--- src/rtl/dac_pwrseq_pkg.sv ---
package dac_pwrseq_pkg;

  typedef enum logic [2:0] {
    SQ_OFF    = 3'd0,
    SQ_ANA    = 3'd1,
    SQ_DIG    = 3'd2,
    SQ_SETTLE = 3'd3,
    SQ_LIVE   = 3'd4
  } seq_state_e;

  // speed code to left-shift of the base settle length: 00 -> 0, 01 -> 1, 1x -> 2
  function automatic int unsigned rate_shift(input logic [1:0] code);
    if (code[1]) return 2;
    else if (code[0]) return 1;
    else return 0;
  endfunction

endpackage

--- src/rtl/dac_pwrseq_rstsync.sv ---
module dac_pwrseq_rstsync #(
  parameter int unsigned DEPTH = 2
) (
  input  logic clk_i,
  input  logic rst_ni,
  output logic rst_sync_no
);
  logic [DEPTH-1:0] chain_q;

  always_ff @(posedge clk_i or negedge rst_ni) begin
    if (!rst_ni) chain_q <= '0;
    else         chain_q <= {chain_q[DEPTH-2:0], 1'b1};
  end

  assign rst_sync_no = chain_q[DEPTH-1];
endmodule

--- src/rtl/dac_pwrseq_wsync.sv ---
module dac_pwrseq_wsync #(
  parameter int unsigned STAGES = 2
) (
  input  logic clk_i,
  input  logic rst_ni,
  input  logic wclk_i,
  output logic rise_o
);
  // STAGES synchroniser flops plus one history flop for edge detection
  logic [STAGES:0] sh_q;

  always_ff @(posedge clk_i or negedge rst_ni) begin
    if (!rst_ni) sh_q <= '0;
    else         sh_q <= {sh_q[STAGES-1:0], wclk_i};
  end

  assign rise_o = sh_q[STAGES-1] & ~sh_q[STAGES];
endmodule

--- src/rtl/dac_pwrseq_wrwin.sv ---
module dac_pwrseq_wrwin #(
  parameter int unsigned DLY = 64
) (
  input  logic clk_i,
  input  logic rst_ni,
  output logic ready_o
);
  localparam int unsigned W = $clog2(DLY + 1);

  logic [W-1:0] cnt_q, cnt_d;
  logic         rdy_q, rdy_d;
  logic         cnt_en;

  always_comb begin
    cnt_en = ~rdy_q;
    cnt_d  = cnt_q + 1'b1;
    rdy_d  = (cnt_q == W'(DLY - 1));
  end

  always_ff @(posedge clk_i or negedge rst_ni) begin
    if (!rst_ni) begin
      cnt_q <= '0;
      rdy_q <= 1'b0;
    end else if (cnt_en) begin
      cnt_q <= cnt_d;
      rdy_q <= rdy_d;
    end
  end

  assign ready_o = rdy_q;
endmodule

--- src/rtl/dac_pwrseq.sv ---
module dac_pwrseq
  import dac_pwrseq_pkg::*;
#(
  parameter int unsigned ANA_DLY     = 492,      // ~20 us of master clock
  parameter int unsigned WR_DLY      = 1228800,  // ~50 ms of master clock
  parameter int unsigned STALL_LIM   = 4096,     // word-clock loss timeout
  parameter int unsigned DIG_EDGES   = 3,
  parameter int unsigned SETTLE_BASE = 64,
  parameter int unsigned SYNC_STAGES = 2
) (
  input  logic       clk_i,
  input  logic       rst_ni,
  input  logic       wclk_i,
  input  logic [1:0] speed_i,
  output logic       ana_en_o,
  output logic       dig_en_o,
  output logic       cp_en_o,
  output logic       mute_o,
  output logic       wr_ready_o,
  output logic [2:0] state_o
);
  localparam int unsigned SET_MAX = SETTLE_BASE * 4;
  localparam int unsigned PH_A    = (SET_MAX > ANA_DLY) ? SET_MAX : ANA_DLY;
  localparam int unsigned PH_MAX  = (PH_A > DIG_EDGES) ? PH_A : DIG_EDGES;
  localparam int unsigned PW      = $clog2(PH_MAX + 1);
  localparam int unsigned SW      = $clog2(STALL_LIM + 1);

  logic rst_int_n;
  logic rise;

  seq_state_e    st_q, st_d;
  logic [PW-1:0] ph_q, ph_d;
  logic          ph_en;
  logic [SW-1:0] stl_q, stl_d;
  logic [1:0]    rate_q, rate_d;
  logic          rate_en;
  logic [PW-1:0] set_last;
  logic          stall_hit;

  dac_pwrseq_rstsync #(.DEPTH(2)) u_rst (
    .clk_i       (clk_i),
    .rst_ni      (rst_ni),
    .rst_sync_no (rst_int_n)
  );

  dac_pwrseq_wsync #(.STAGES(SYNC_STAGES)) u_wsync (
    .clk_i  (clk_i),
    .rst_ni (rst_int_n),
    .wclk_i (wclk_i),
    .rise_o (rise)
  );

  dac_pwrseq_wrwin #(.DLY(WR_DLY)) u_wrwin (
    .clk_i   (clk_i),
    .rst_ni  (rst_int_n),
    .ready_o (wr_ready_o)
  );

  // settle length from the speed code captured at settle entry
  always_comb begin
    set_last = PW'((SETTLE_BASE << rate_shift(rate_q)) - 1);
  end

  // next-state logic
  always_comb begin
    st_d      = st_q;
    stall_hit = (st_q != SQ_OFF) && !rise && (stl_q == SW'(STALL_LIM - 1));
    unique case (st_q)
      SQ_OFF:    if (rise) st_d = SQ_ANA;
      SQ_ANA:    if (ph_q == PW'(ANA_DLY - 1)) st_d = SQ_DIG;
      SQ_DIG:    if (rise && (ph_q == PW'(DIG_EDGES - 1))) st_d = SQ_SETTLE;
      SQ_SETTLE: if (rise && (ph_q == set_last)) st_d = SQ_LIVE;
      SQ_LIVE:   st_d = SQ_LIVE;
      default:   st_d = SQ_OFF;
    endcase
    if (stall_hit) st_d = SQ_OFF;
  end

  // phase counter: master cycles in analog wait, word edges in later phases
  always_comb begin
    ph_en = (st_d != st_q) || (st_q == SQ_ANA) ||
            (rise && ((st_q == SQ_DIG) || (st_q == SQ_SETTLE)));
    ph_d  = (st_d != st_q) ? '0 : ph_q + 1'b1;
  end

  // word-clock loss counter
  always_comb begin
    stl_d = ((st_q == SQ_OFF) || rise) ? '0 : stl_q + 1'b1;
  end

  // speed capture at settle entry
  always_comb begin
    rate_en = (st_q == SQ_DIG) && (st_d == SQ_SETTLE);
    rate_d  = speed_i;
  end

  always_ff @(posedge clk_i or negedge rst_int_n) begin
    if (!rst_int_n) begin
      st_q   <= SQ_OFF;
      ph_q   <= '0;
      stl_q  <= '0;
      rate_q <= 2'b00;
    end else begin
      st_q  <= st_d;
      stl_q <= stl_d;
      if (ph_en)   ph_q   <= ph_d;
      if (rate_en) rate_q <= rate_d;
    end
  end

  // output decode
  always_comb begin
    ana_en_o = 1'b0;
    dig_en_o = 1'b0;
    cp_en_o  = 1'b0;
    mute_o   = 1'b1;
    unique case (st_q)
      SQ_DIG:    ana_en_o = 1'b1;
      SQ_SETTLE: begin ana_en_o = 1'b1; dig_en_o = 1'b1; cp_en_o = 1'b1; end
      SQ_LIVE:   begin ana_en_o = 1'b1; dig_en_o = 1'b1; cp_en_o = 1'b1; mute_o = 1'b0; end
      default:   ;
    endcase
    state_o = st_q;
  end

endmodule

--- config.mk ---
export PLATFORM = sky130hd
export DESIGN_NAME = dac_pwrseq
export DESIGN_NICKNAME = d
export VERILOG_FILES = /design/src/rtl/dac_pwrseq_pkg.sv /design/src/rtl/dac_pwrseq_rstsync.sv /design/src/rtl/dac_pwrseq_wsync.sv /design/src/rtl/dac_pwrseq_wrwin.sv /design/src/rtl/dac_pwrseq.sv
export SDC_FILE = /design/constraint.sdc
export NUM_CORES = 1
export LEC_CHECK = 0
export BUFFER_PORTS_ARGS = -buffer_cell sky130_fd_sc_hd__buf_4
export CAP_MARGIN = 20
export CORE_MARGIN = 2
export CORE_UTILIZATION = 45
export DETAILED_ROUTE_END_ITERATION = 10
export GPL_ROUTABILITY_DRIVEN = 0
export SYNTH_ARGS = -nofsm -noshare
export SYNTH_HDL_FRONTEND = slang
export SYNTH_SLANG_ARGS = --single-unit
--- constraint.sdc ---
create_clock -name clk_i -period 2.03 [get_ports clk_i]
set_input_delay 0.5075 -clock clk_i [delete_from_list [all_inputs] [get_ports clk_i]]
set_output_delay 0.5075 -clock clk_i [all_outputs]
set_load 0.05 [all_outputs]
After elaboration in Yosys (flattened, before gate mapping)
Index checks and enable logic that the tools add are counted.

storage, ports and cells
  flip-flop bits (word level) = 54
  input port bits = 5
  output and inout bits = 8
  logic and storage cells = 55

operators by class
  add/subtract/negate cells = 4
  equality and inequality tests = 11
  shift operators = 1
  multiplexer cells = 14
  bitwise gates (word level) = 2
  reductions and logical operators = 15

operators with widths
  cell                                                                     count
  32-bit two-way mux                                                       1
  7-bit by 32-bit left shift with 9-bit output, first input constant       1
  21-bit by 1-bit adder with 21-bit output, second input constant          1
  21-bit equality test, second input constant                              1
  3-bit two-way mux                                                        5
  3-bit case mux with 5 select lines                                       1
  13-bit by 1-bit adder with 13-bit output, second input constant          1
  13-bit by 12-bit equality test with 1-bit output, second input constant  1
  13-bit two-way mux                                                       1
  9-bit by 1-bit adder with 9-bit output, second input constant            1
  3-bit by 2-bit equality test with 1-bit output, second input constant    3
  9-bit by 2-bit equality test with 1-bit output, second input constant    1
  9-bit equality test                                                      1
  9-bit equality test, second input constant                               1
  9-bit two-way mux                                                        1
  9-bit by 1-bit subtractor with 9-bit output, second input constant       1
  1-bit logical AND                                                        6
  1-bit two-way mux                                                        5
  1-bit logical OR                                                         4
  3-bit by 1-bit equality test with 1-bit output, second input constant    1
  3-bit equality test, second input constant                               1
  3-bit logical NOT                                                        1
  3-bit != test                                                            1
  3-bit nonzero test                                                       1
  other kinds (5)                                                          5

Longest topological paths before layout
  depth in word-level cells = 12
  mapped depth = 6
  gate-level depth less buffers = 6

Modules after synthesis
Synthesis repeated with hierarchy kept, for this count alone.

second synthesis, totals
  cell total of the unflattened synthesis = 248
  area total of the unflattened synthesis = 2,663.8 um2

by module, submodules not included
  module              instances  cells an instance  area an instance (um2)  sequential area each (um2)
  dac_pwrseq          1          154                1,510.2                 675.6
  dac_pwrseq_wrwin    1          87                 1,011.0                 550.5
  dac_pwrseq_wsync    1          4                  88.8                    75.1
  dac_pwrseq_rstsync  1          3                  53.8                    50.0

Worst setup path before layout
No wires, ideal clock.

  kind = register to output
  start = register st_q[0] (netlist: state_o[0])
  end = output port dig_en_o
  data arrival time = 2.248 ns
  data required time = 1.522 ns
  slack = -0.725 ns
  cell stages (with the launch flop) = 6
  path buffers = 2
  path through = dfrtp_1 > clkbuf_1 > nor2_1 > nand2_1 > nand2_1 > buf_4

on the way
  longest elaborated chain between the ends = 3
  elaborated cells on any way between the ends = 4
  those cells by class = eq/ne: 2; mux: 1; reduce/logical: 1

RTL lines
  element                                                                                       line               RTL
  from (decl)                                                                                   dac_pwrseq.sv:31   seq_state_e st_q, st_d;
  from (signal assigned)                                                                        dac_pwrseq.sv:104  st_q <= st_d;
  3-bit by 2-bit equality test with 1-bit output / 3-bit equality test (equally long branches)  --
  2-bit OR reduction (no line) (*)                                                              --
  1-bit two-way mux (*)                                                                         --
  to (decl)                                                                                     dac_pwrseq.sv:16   output logic dig_en_o,

Mark *: on every way between the ends. The rest lies on a longest branch, timed or not.

Worst setup path after layout
  start = register ph_q[3]
  end = register rate_q[1]

on the way
  longest elaborated chain between the ends = 7
  elaborated cells on any way between the ends = 12
  those cells by class = eq/ne: 4; mux: 5; reduce/logical: 3

RTL lines
  element                                                                                       line                                RTL
  from (decl)                                                                                   dac_pwrseq.sv:32                    logic [PW-1:0] ph_q, ph_d;
  from (signal assigned)                                                                        dac_pwrseq.sv:106                   if (ph_en) ph_q <= ph_d;
  9-bit equality test / 9-bit by 2-bit equality test with 1-bit output (equally long branches)  dac_pwrseq.sv:72, dac_pwrseq.sv:71
  1-bit logical AND, on equally long branches                                                   dac_pwrseq.sv:72, dac_pwrseq.sv:71
  3-bit two-way mux, on equally long branches                                                   dac_pwrseq.sv:72, dac_pwrseq.sv:71
  3-bit case mux with 5 select lines (*)                                                        dac_pwrseq.sv:68                    unique case (st_q)
  3-bit two-way mux (*)                                                                         dac_pwrseq.sv:76                    if (stall_hit) st_d = SQ_OFF;
  3-bit by 2-bit equality test with 1-bit output (*)                                            dac_pwrseq.sv:93                    rate_en = (st_q == SQ_DIG) && (st_d == SQ_SETTLE);
  1-bit logical AND (*)                                                                         dac_pwrseq.sv:93
  to (signal assigned)                                                                          dac_pwrseq.sv:107                   if (rate_en) rate_q <= rate_d;
  to (decl)                                                                                     dac_pwrseq.sv:35                    logic [1:0] rate_q, rate_d;

Marked as above.
A chain may end at the register's enable or synchronous reset.

==> results by group <==
Outcome
  • Status: finished with violations
  • Failing checks: negative setup slack

Worst setup path
  • Crit path from: ph_q[3]
  • CP arrival: 2.54 ns
  • Reg2reg start: ph_q[3]
  • Crit path capture: rate_q[1]
  • Register-to-register setup slack: -0.32 ns
  • R2R cell count: 5
  • CP Max Fanout: 2
  • Crit start category: flop
  • CP Class: reg2reg
  • R2R Path End: rate_q[1]
  • Critical path required time: 2.23 ns
  • CP Capture Type: flop

Synthesis
  • Flops & latches, synth: 54
  • Synth Area in XOR/XNOR: 13.52%
  • Mux contribution to synthesized area: 2.028%
  • Share of the synthesized area in the top cell type: 52.15%
  • Main combinational cell family by area after synthesis: simple AND/OR/NAND/NOR gates
  • Syn nets: 254
  • Post-synth EDFFs: 0
  • Synth Area in Simple Gates: 21.83%
  • Synth Area in Adders: 1.931%
  • Ranking of synthesized cells by area: dfrtp_1, xnor2_1, nor2_1
  • Compound-Gate Fraction of Synth Area: 6.519%
  • Post-Syn Area per Cell: 10.58 µm²
  • Register area share after synthesis: a little over half
  • Synth Cell Area: 0.002591 mm²
  • Ys async rst share: 100.0%
  • Synth warn: 0
  • Post-synth cell types: 43
  • Area leader, netlist: dfrtp_1
  • Mapped Cells: 245
  • Top_reg_cell synth: dfrtp_1

Place
  • Dpl hpwl: 3409 µm
  • Port bufs: 12
  • Placed insts: 346
  • Dpl ws: -0.2863 ns

Cells and area
  • Commonest non-fill, non-tap cells in the layout: dfrtp_1, buf_4, xnor2_1
  • Layout fillers: 491
  • Syn-to-layout area delta: 21.25%
  • Final core utilization: 56.71%
  • Nets: 293
  • Share of cells above drive strength 1: 24.91%
  • Most common cell after layout, fill and taps aside: dfrtp_1
  • ANT cells: 0
  • Non-Filler Instances: 357

Routing
  • Pre-Repair DR Iteration Count: 4
  • Drt total wl: around 4800 µm
  • DR DRC count: 0
  • Vias per Instance: 5.210
  • Final ANT Viol Nets: 0
  • Via count: 1860
  • Routed len/inst: 13.51 µm
  • Iter 0 DRT Violations: 89

STA
  • Hold_ws: 0.2298 ns
  • Final setup margin: -0.3161 ns
  • Part of the cycle the worst path needs: 115.6%
  • Final Max Slew Viols: 0
  • Setup TNS: -2.430 ns
  • Final hold violations: 0
  • Setup Skew: between 0.008 and 0.009 ns
  • RSZ-0062 raised after global routing: true
  • Min Clock Period, post-route: about 2.3 ns
  • Final setup viols: 12
  • Max Freq: between 400 and 500 MHz

CTS
  • Worst-Skew Late Latency: around 0.3 ns
  • Htree depth: 2
  • Clock sinks: 54
  • Longest Clk Path Bufs: 2
  • Root buf cell: clkbuf_8
  • TritonCTS clock tree: built
  • Worst-path clk slew: approximately 0.1 ns
  • CTS Buf Count: 5

Floorplanning
  • # rows: 27
  • Ports: 13
  • Full die area: ~0.0064 mm²
  • Die span in y: 79.89 µm
  • Core area: between 0.005 and 0.006 mm²
  • Starting density of the core: 46.77%
  • Die width: 79.89 µm

GRT
  • Vias in the first global route: about 1.9k
  • Antenna violations before repair: 0
  • Largest net degree at the start of global routing: 25
  • GRT Residual Overflow: 0
  • GRT Total Usage: 16.66%
  • Wire length of the first global-routing pass: 8342 µm

Pwr
  • Pleak: 1.409 nW
  • Max VDD drop: 0.3356 mV
  • Power per cell area: 784.4 mW/mm²

Run
  • Max cap viols: 0

Hold path
  • Worst Hold Class: reg2async
[metrics by stage]
stage          power [mW]  instance area (µm²)
2_1_floorplan       1.534                 2625
3_3_place_gp        1.716                 2947
3_5_place_dp        1.721                 2947
4_1_cts             2.487                 3129
5_1_grt             2.632                 3142
6_report            2.464                 3142
[synth_stat cells (3+ instances only)]
library cell   n
xor2_1         9
nor2_1        22
a21o_1         3
a211oi_1       4
a21oi_1        3
inv_1          7
ha_1           4
and3_1         8
o21ai_0        6
xnor2_1       31
nor3_1        13
nor2b_1        4
dfrtp_1       54
and4_1         3
nand2_1       15
clkbuf_1       4
nand4_1        9
nand3_1       14
[worst min path at each step]
| stage | from | to | slack (ns) | cells past startpoint |
|---|---|---|---|---|
| floorplan | rst_ni | u_rst.chain_q[0] | 0.21 | 0 |
| global placement | u_rst.chain_q[1] | u_wrwin.cnt_q[9] | 0.25 | 0 |
| detailed placement | u_rst.chain_q[1] | u_wrwin.cnt_q[9] | 0.25 | 0 |
| CTS | u_rst.chain_q[1] | u_wrwin.cnt_q[4] | 0.26 | 0 |
| global route | u_rst.chain_q[1] | u_wrwin.cnt_q[4] | 0.29 | 0 |
| finish | u_rst.chain_q[1] | u_wrwin.cnt_q[4] | 0.23 | 0 |
[power breakdown]
part	total [mW]	switching, mW	internal [mW]
registers	1.24	0.0774	1.16
logic	0.529	0.251	0.278
clock network	0.696	0.332	0.363
total	2.46	0.661	1.80
[cells by family after synthesis]
kind of cell    Yosys count
simple gates            105
flops                    54
xor+xnor                 40
compound gates           25
buf+inv                  12
fa+ha+maj                 4
mux                       4
other cells               1
[layout make-up]
class                      instances  area, µm²  share of cell area (%)
sequential                        54       1356                   43.17
multi-input combinational        179       1272                   40.50
timing repair buffer              37      287.8                   9.160
tap                               72      90.09                   2.867
clock buffer                       5      68.82                   2.190
clock inverter                     3      40.04                   1.274
inverter                           7      26.28                  0.8363
[per-layer routing]
layer,wire [µm],track usage [%]
met5,0,0
met4,57,6.441
met2,2257,27.00
met1,2355,21.53
met3,152,3.959
[worst max-delay path: stages (launching register included)]
cell and delay [ns]:
dfrtp_1 0.39, or4_1 0.53, or4b_1 0.47, a21o_1 0.20, or3_4 0.35, mux2_4 0.30
[state kept, by name (all words and copies together) (netlist names)]
signal / cells
u_wrwin.ready_o: 1
u_wrwin.cnt_q: 21
state_o: 3
stl_q: 13
u_wsync.sh_q: 3
ph_q: 9
rate_q: 2
u_rst.chain_q: 2
[repair_timing]
action	CTS	global route
endpoints found under the hold margin	2	0
setup buffers	1	2
endpoints found under the setup margin	11	15
hold buffers	1	0
gates resized for setup	12	4
pin swaps	9	1
gates cloned	0	0
(Power assumes the default switching activity.)
